--- config.mk ---
export PLATFORM = sky130hd
export DESIGN_NAME = probe_phase_latch
export DESIGN_NICKNAME = d
export VERILOG_FILES = /design/src/rtl/ppl_pkg.sv /design/src/rtl/ppl_edge_sync.sv /design/src/rtl/ppl_integrator.sv /design/src/rtl/ppl_capture.sv /design/src/rtl/ppl_step_gate.sv /design/src/rtl/probe_phase_latch.sv
export SDC_FILE = /design/constraint.sdc
export NUM_CORES = 1
export LEC_CHECK = 0
export BUFFER_PORTS_ARGS = -buffer_cell sky130_fd_sc_hd__buf_2
export CAP_MARGIN = 25
export CORE_ASPECT_RATIO = 1.75
export CORE_MARGIN = 3
export CORE_UTILIZATION = 40
export DETAILED_ROUTE_END_ITERATION = 10
export PLACE_DENSITY = 0.61
export SYNTH_ARGS = -nofsm -noshare
export SYNTH_HDL_FRONTEND = slang
export SYNTH_SLANG_ARGS = --single-unit
--- constraint.sdc ---
create_clock -name clk -period 3.6 [get_ports clk]
set_input_delay 0.18 -clock clk [delete_from_list [all_inputs] [get_ports clk]]
set_output_delay 0.18 -clock clk [all_outputs]
set_load 0.05 [all_outputs]
--- src/rtl/ppl_pkg.sv ---
package ppl_pkg;
  // Two-step counter: primed means the next accepted capture publishes.
  typedef enum logic {
    STEP_IDLE   = 1'b0,
    STEP_PRIMED = 1'b1
  } step_e;

  localparam int NUM_ASYNC = 3;
  localparam int IDX_PROBE = 0;
  localparam int IDX_REARM = 1;
  localparam int IDX_PRELD = 2;
endpackage

--- src/rtl/ppl_edge_sync.sv ---
module ppl_edge_sync #(
  parameter int STAGES = 2
) (
  input  logic clk,
  input  logic rst_n,
  input  logic din,
  output logic rise
);
  logic [STAGES-1:0] sh_q, sh_d;
  logic              last_q;

  always_comb begin
    sh_d = {sh_q[STAGES-2:0], din};
  end

  always_ff @(posedge clk or negedge rst_n) begin
    if (!rst_n) begin
      sh_q   <= '0;
      last_q <= 1'b0;
    end else begin
      sh_q   <= sh_d;
      last_q <= sh_q[STAGES-1];
    end
  end

  assign rise = sh_q[STAGES-1] & ~last_q;
endmodule

--- src/rtl/ppl_integrator.sv ---
module ppl_integrator #(
  parameter int W = 32
) (
  input  logic         clk,
  input  logic         rst_n,
  input  logic [W-1:0] inc,
  output logic [W-1:0] acc
);
  logic [W-1:0] acc_q, acc_d;

  always_comb begin
    acc_d = acc_q + inc;
  end

  always_ff @(posedge clk or negedge rst_n) begin
    if (!rst_n) acc_q <= '0;
    else        acc_q <= acc_d;
  end

  assign acc = acc_q;
endmodule

--- src/rtl/ppl_capture.sv ---
module ppl_capture #(
  parameter int W = 32
) (
  input  logic         clk,
  input  logic         rst_n,
  input  logic         probe_rise,
  input  logic         rearm_rise,
  input  logic [W-1:0] acc,
  output logic [W-1:0] cap_last,
  output logic [W-1:0] cap_prev,
  output logic         fire
);
  logic [W-1:0] last_q, last_d, prev_q, prev_d;
  logic         armed_q, armed_d;

  assign fire = probe_rise & armed_q;

  always_comb begin
    last_d  = last_q;
    prev_d  = prev_q;
    armed_d = armed_q;
    if (fire) begin
      last_d  = acc;
      prev_d  = last_q;
      armed_d = 1'b0;
    end
    if (rearm_rise) armed_d = 1'b1;
  end

  always_ff @(posedge clk or negedge rst_n) begin
    if (!rst_n) begin
      last_q  <= '0;
      prev_q  <= '0;
      armed_q <= 1'b1;
    end else begin
      if (fire) begin
        last_q <= last_d;
        prev_q <= prev_d;
      end
      armed_q <= armed_d;
    end
  end

  assign cap_last = last_q;
  assign cap_prev = prev_q;
endmodule

--- src/rtl/ppl_step_gate.sv ---
module ppl_step_gate
  import ppl_pkg::*;
#(
  parameter int W = 32
) (
  input  logic         clk,
  input  logic         rst_n,
  input  logic         clr,
  input  logic         preload_rise,
  input  logic         fire,
  input  logic [W-1:0] cap_new,
  input  logic [W-1:0] cap_old,
  output logic [W-1:0] diff
);
  step_e        step_q, step_d;
  logic [W-1:0] diff_q, diff_d;
  logic         pub;

  // Priority: clear, then preload, then capture.
  always_comb begin
    step_d = step_q;
    pub    = 1'b0;
    if (clr) begin
      step_d = STEP_IDLE;
    end else if (preload_rise) begin
      step_d = STEP_PRIMED;
    end else if (fire) begin
      if (step_q == STEP_PRIMED) begin
        pub    = 1'b1;
        step_d = STEP_IDLE;
      end else begin
        step_d = STEP_PRIMED;
      end
    end
    diff_d = cap_new - cap_old;
  end

  always_ff @(posedge clk or negedge rst_n) begin
    if (!rst_n) begin
      step_q <= STEP_IDLE;
      diff_q <= '0;
    end else begin
      step_q <= step_d;
      if (pub) diff_q <= diff_d;
    end
  end

  assign diff = diff_q;
endmodule

--- src/rtl/probe_phase_latch.sv ---
module probe_phase_latch
  import ppl_pkg::*;
#(
  parameter int PH_W        = 32,
  parameter int SYNC_STAGES = 2
) (
  input  logic            clk,
  input  logic            rst_n,
  input  logic [PH_W-1:0] phase_inc_i,
  input  logic            probe_i,
  input  logic            rearm_i,
  input  logic            ctr_clr_i,
  input  logic            preload_i,
  output logic [PH_W-1:0] phase_live_o,
  output logic [PH_W-1:0] cap_last_o,
  output logic [PH_W-1:0] cap_prev_o,
  output logic [PH_W-1:0] cap_diff_o
);
  logic [NUM_ASYNC-1:0] async_in, rise_vec;
  logic [PH_W-1:0]      acc;
  logic                 cap_fire;

  always_comb begin
    async_in            = '0;
    async_in[IDX_PROBE] = probe_i;
    async_in[IDX_REARM] = rearm_i;
    async_in[IDX_PRELD] = preload_i;
  end

  for (genvar g = 0; g < NUM_ASYNC; g++) begin : g_sync
    ppl_edge_sync #(.STAGES(SYNC_STAGES)) u_sync (
      .clk  (clk),
      .rst_n(rst_n),
      .din  (async_in[g]),
      .rise (rise_vec[g])
    );
  end

  ppl_integrator #(.W(PH_W)) u_integ (
    .clk  (clk),
    .rst_n(rst_n),
    .inc  (phase_inc_i),
    .acc  (acc)
  );

  ppl_capture #(.W(PH_W)) u_cap (
    .clk       (clk),
    .rst_n     (rst_n),
    .probe_rise(rise_vec[IDX_PROBE]),
    .rearm_rise(rise_vec[IDX_REARM]),
    .acc       (acc),
    .cap_last  (cap_last_o),
    .cap_prev  (cap_prev_o),
    .fire      (cap_fire)
  );

  ppl_step_gate #(.W(PH_W)) u_gate (
    .clk         (clk),
    .rst_n       (rst_n),
    .clr         (ctr_clr_i),
    .preload_rise(rise_vec[IDX_PRELD]),
    .fire        (cap_fire),
    .cap_new     (acc),
    .cap_old     (cap_last_o),
    .diff        (cap_diff_o)
  );

  assign phase_live_o = acc;
endmodule

==> reports/results.ini, run 1 <==
[status]
outcome = complete, no violations

[cts]
clkTransAtPathRegs_ns = 0.06
cts_resized = 0
clock_latency_ns = 0.44
htree_num_levels = 4
cts_tree = done
root_buffer = clkbuf_16
cts_made_buffers = 17
cts_num_sinks = 139
clockBufferDepth = 2

[detailed_routing]
vias = 7012
wl_per_cell_um = 17.7
ant_nets = 0
drc = 0
first_pass_iters = 5
via_per_inst = 5.37
drt_wl_total_um = 23100
drtIter0Drc = 419

[yosys]
ys_seq_area_share_pct = 43.5
yosys.area.top_type_share_pct = 43.2
synth_edf_count = 0
syn_nets = 987
ys_ff_latch = 139
postSynthAreaPerCell_um2 = 9.03
ys_types = 59
synth-main-ff-cell = dfrtp_1
synth_warnings = 0
synth_most_common_cell = nand2_1
netlist_top_cells_area = dfrtp_1 43%, ha_1 9.7%, o21ai_0 7.8%
async_flop_share_pct = 100
synth_cells = 885
yosys.area.top_type = dfrtp_1
synth_commonest_cells = 143 x nand2_1, 138 x dfrtp_1, 125 x o21ai_0
netlist_area_um2 = 7990

[layout]
finalNetCount = 1154
drive_above_1_share_pct = 20.4
diodes = 0
area_delta_synth_final_pct = 22.2

[setup_path]
cp.arrival_ns = 3.47
worstSetupPathType = reg -> reg
setup.worst_path.end_class = register
cp_max_fo = 3
crit_path_start_kind = register
required_ns = 3.96

[sta]
grt_setup_unrepaired = no
timing.fmax_mhz = 321
worst_pin_slew_ns = 0.911
period_needed_ns = 3.11
fin_skew_ns = 0.00818
slew_headroom_pct = 39.2
hold_viol_final = 0
fin_crit_sh_pct = 86.4
fin_setup_tns_ns = 0
setup_viol = 0
maxSlewViolCount = 0

[global_route]
gr-total-overflow = 0
grtUsageTotal_pct = 21.5
grt_start_max_net_pins = 96
grtUsageMet3_pct = 4.31
grtUsageMet1_pct = 22.8
antenna_found_initial = 0
grt_pass1_vias = 6963
busiest_layer = met2
grt_pass1_wl_um = 36400
use_met2_pct = 41.1

[die]
die_area_um2 = 21800
die_w_um = 113
coreArea_um2 = 19400
start_util_pct = 41.3
die_h_um = 193
ios = 166
rows = 67

[run]
cap_violations = 0

[placement]
port_buffers = 165
dp_hpwl_um = 18200
gp_congestion = 0.889

[worst_hold_path]
holdCritPathClass = in -> reg

## worst max-delay path, cell delays in order (launching register included)
cell and delay [ns]:
dfrtp_1 0.36, inv_1 0.06, ha_1 0.23, fa_1 0.42
nand2b_1 0.19, a211oi_1 0.41, o21ai_1 0.21, o31ai_1 0.37
a21boi_1 0.20, o31a_1 0.32, xor2_1 0.13, o21ai_0 0.14
## flip-flops by register name (all words and copies together), names as in the netlist
signal,cells
g_sync.u_sync.last_q,3
u_cap.armed_q,1
u_gate.diff,32
g_sync.u_sync.sh_q,6
u_integ.acc,32
u_gate.step_q,1
u_cap.cap_last,32
u_cap.cap_prev,32
## cells in the final DEF (no fill, tap or decap), drive strengths merged, types with 4 or more instances in the layout
cell type	count
nor3	8
o21a	4
a21oi	74
clkinv	5
nand2	143
ha	62
clkbuf	20
o31ai	5
xnor2	26
bufinv	4
xor2	29
nand3b	4
o211ai	4
and2	4
nand4	10
nand2b	6
a211oi	9
nor2b	4
a31oi	9
a21o	33
and3	10
nand3	16
o21ai	127
nor2	33
o21bai	9
dlygate4sd3	6
inv	46
buf	174
dfrtp	138
## worst paths after layout
kind / start / endpoint / slack, ns / depth (start not counted)
max: u_integ.acc[0] / u_gate.diff[20] / 0.49 / 11
min: phase_inc_i[1] / u_integ.acc[1] / 0.06 / 2
min reg2reg: g_sync[1].u_sync.sh_q[0] / g_sync[1].u_sync.sh_q[1] / 0.34 / 0
max reg2reg: u_integ.acc[0] / u_gate.diff[20] / 0.49 / 11
min in group asynchronous: rst_n / g_sync[1].u_sync.sh_q[0] / 0.42 / 2
max in group asynchronous: rst_n / u_cap.cap_prev[31] / 2.40 / 3
## cell type report
| class | count | area, µm² |
|---|---|---|
| sequential | 139 | 3480 |
| clock buffer | 20 | 447 |
| fill | 1844 | 9600 |
| timing repair buffer | 180 | 972 |
| multi-input combinational | 668 | 4220 |
| tap | 241 | 302 |
| clock inverter | 12 | 171 |
| inverter | 46 | 173 |
## cell families after synthesis
family | count (synthesis) | share of synthesized area [%]
muxes | 1 | 0.125
DFF | 139 | 43.5
xor gates and xnor gates | 55 | 6.03
and+or+nand+nor | 256 | 14.6
adders and majority gates | 64 | 10.2
AOI/OAI and AO/OA | 292 | 21.8
buffers and inverters | 78 | 3.68
## per-stage QoR
step | setup slack (ns) | util [%] | instances | hold slack [ns] | instance area (µm²)
floorplan | 0.579 | - | 885 | -0.116 | 7990
CTS | 0.499 | 50.4 | 1306 | 0.0458 | 9770
global route | 0.279 | 50.4 | 1306 | 0.0639 | 9770
detailed placement | 0.525 | 46.9 | 1268 | 0.290 | 9090
global placement | 0.630 | 46.9 | 1268 | 0.288 | 9090
finish | 0.489 | 50.4 | 1306 | 0.0600 | 9770
## what timing repair did
item,in CTS,in global routing
buffers inserted,0,0
endpoints found under the setup margin,0,0
hold buffers,6,0
hold endpoints to repair,98,0
## layer usage
layer / vias up / wire, µm
met5: - / 0
met4: 0 / 762
met3: 49 / 893
met2: 189 / 12600
met1: 3311 / 8860
li1: 3463 / -
Power of run 1 is left out: the tool's default activity adds up to more than one toggle a clock period on the data nets, which glitch-free logic cannot reach.
==> run 2, diff against run 1 <==
Settings changed: BUFFER_PORTS_ARGS -buffer_cell sky130_fd_sc_hd__buf_2 to -buffer_cell sky130_fd_sc_hd__buf_4, CTS_BUF_LIST from default to sky130_fd_sc_hd__clkbuf_8.
==> run 2 against run 1 <==
Effect of this change: setup slack got worse by 0.036 ns; wire length decreased by 1.3%; via count decreased by 1.2%; hold slack better by 0.042 ns; cell area is 2.4% higher; sequential share of layout area fell by 0.82 points; critical path depth down 1; clock skew rose by 0.0047 ns.
==> reports/results.ini, run 2 (synthesized netlist as in run 1, its figures left out) <==
[status]
outcome = complete, no violations

[detailed_routing]
ant_nets = 0
drc = 0
via_per_inst = 5.29
vias = 6928
first_pass_iters = 5
drt_wl_total_um = 22800
wl_per_cell_um = 17.4
drtIter0Drc = 350

[setup_path]
worst-path-stages = 10
critPathTopFamily = compound AO/OA/AOI/OAI gates
slowest_delay_ns = 0.47
required_ns = 3.99
cp_num_buf_inv = 0
cp_max_fo = 4
rrSetupSlack_ns = 0.45
crit_path_end = u_gate.diff[20]
path_cells = ha_1 > fa_1 > nand2b_1 > a211oi_1 > o21ai_1 > o31ai_1 > a21boi_1 > o31a_1 > xor2_1 > o21ai_0
cp-startpoint = u_cap.cap_last[0]
critPathSlowestCell = a211oi_1
rr_worst_depth = 10
worstSetupPathType = reg -> reg
cp.arrival_ns = 3.54
setup.worst_path.end_class = register
r2r_start = u_cap.cap_last[0]
r2r_end = u_gate.diff[20]
crit_path_start_kind = register

[layout]
finalNetCount = 1158
area_delta_synth_final_pct = 25.1
drive_above_1_share_pct = 20.6
fin_util_pct = 51.6
final_common_cell = buf_4
finalNonFillerCells = 1310
mostFrequentLayoutCells = 175 x buf_4, 143 x nand2_1, 138 x dfrtp_1
fill_cells = 1886
diodes = 0

[sta]
fin_setup_tns_ns = 0
worst_pin_slew_ns = 0.805
fin_skew_ns = 0.0129
grt_setup_unrepaired = no
fin_crit_sh_pct = 87.4
setup_viol = 0
setup_ws_ns = 0.453
slew_headroom_pct = 46.3
maxSlewViolCount = 0
hold_viol_final = 0
period_needed_ns = 3.15
timing.fmax_mhz = 318

[cts]
cts_made_buffers = 17
clockBufferDepth = 2
clkTransAtPathRegs_ns = 0.09
htree_num_levels = 4
clock_latency_ns = 0.46
root_buffer = clkbuf_8
cts_resized = 0
cts_num_sinks = 139
cts_tree = done

[die]
ios = 166
rows = 67
die_area_um2 = 21800
coreArea_um2 = 19400
die_h_um = 193
die_w_um = 113
start_util_pct = 41.3

[placement]
placed_cells = 1270
pre_cts_slack_ns = 0.505
gp_congestion = 0.890
port_buffers = 165
dp_hpwl_um = 18100

[global_route]
grt_pass1_wl_um = 35800
grt_pass1_vias = 6886
grt_start_max_net_pins = 89
gr-total-overflow = 0
antenna_found_initial = 0
grtUsageTotal_pct = 21.1

[worst_hold_path]
holdCritPathClass = in -> reg

[run]
cap_violations = 0

[run 2: metrics by stage]
stage          hold WS [ns]  instance area [µm²]
6_report              0.102                10000
5_1_grt               0.102                10000
4_1_cts              0.0666                10000
3_5_place_dp          0.291                 9500
3_3_place_gp          0.291                 9500
2_1_floorplan        -0.116                 7990
[run 2: worst min path at each step]
stage / from / endpoint / slack [ns] / depth (start not counted)
after CTS: phase_inc_i[2] / u_integ.acc[2] / 0.07 / 3
after global placement: rearm_i / g_sync[1].u_sync.sh_q[0] / 0.29 / 1
after floorplan: rst_n / g_sync[0].u_sync.last_q / -0.12 / 0
after global routing: phase_inc_i[2] / u_integ.acc[2] / 0.10 / 3
after detailed placement: rearm_i / g_sync[1].u_sync.sh_q[0] / 0.29 / 1
final: phase_inc_i[2] / u_integ.acc[2] / 0.10 / 3
[run 2: repair_timing]
item	4_1_cts	5_1_grt
endpoints found under the hold margin	92	0
setup buffers	0	0
hold buffers	8	0
[run 2: metal layers]
layer | wire, µm | part of all wire [%] | global-route usage, % | up-vias
met5 | 0 | 0 | 0 | -
met4 | 840 | 3.7 | 9.49 | 0
met3 | 790 | 3.5 | 3.47 | 53
met2 | 12500 | 55 | 40.0 | 163
met1 | 8720 | 38 | 22.6 | 3246
li1 | - | - | - | 3466
[run 2: cell type report]
cell class	instances	area, µm²	area share [%]
Inverter	46	173	1.73
Clock inverter	14	169	1.69
Sequential cell	139	3480	34.8
Multi-Input combinational cell	668	4220	42.2
Clock buffer	18	248	2.48
Tap cell	241	302	3.02
Timing Repair Buffer	184	1410	14.1
[run 2: tightest hold or removal path, stage by stage]
cell	delay [ns]
buf_4	0.08
ha_1	0.19
xor2_1	0.08
Power of run 2 is left out for the same reason.
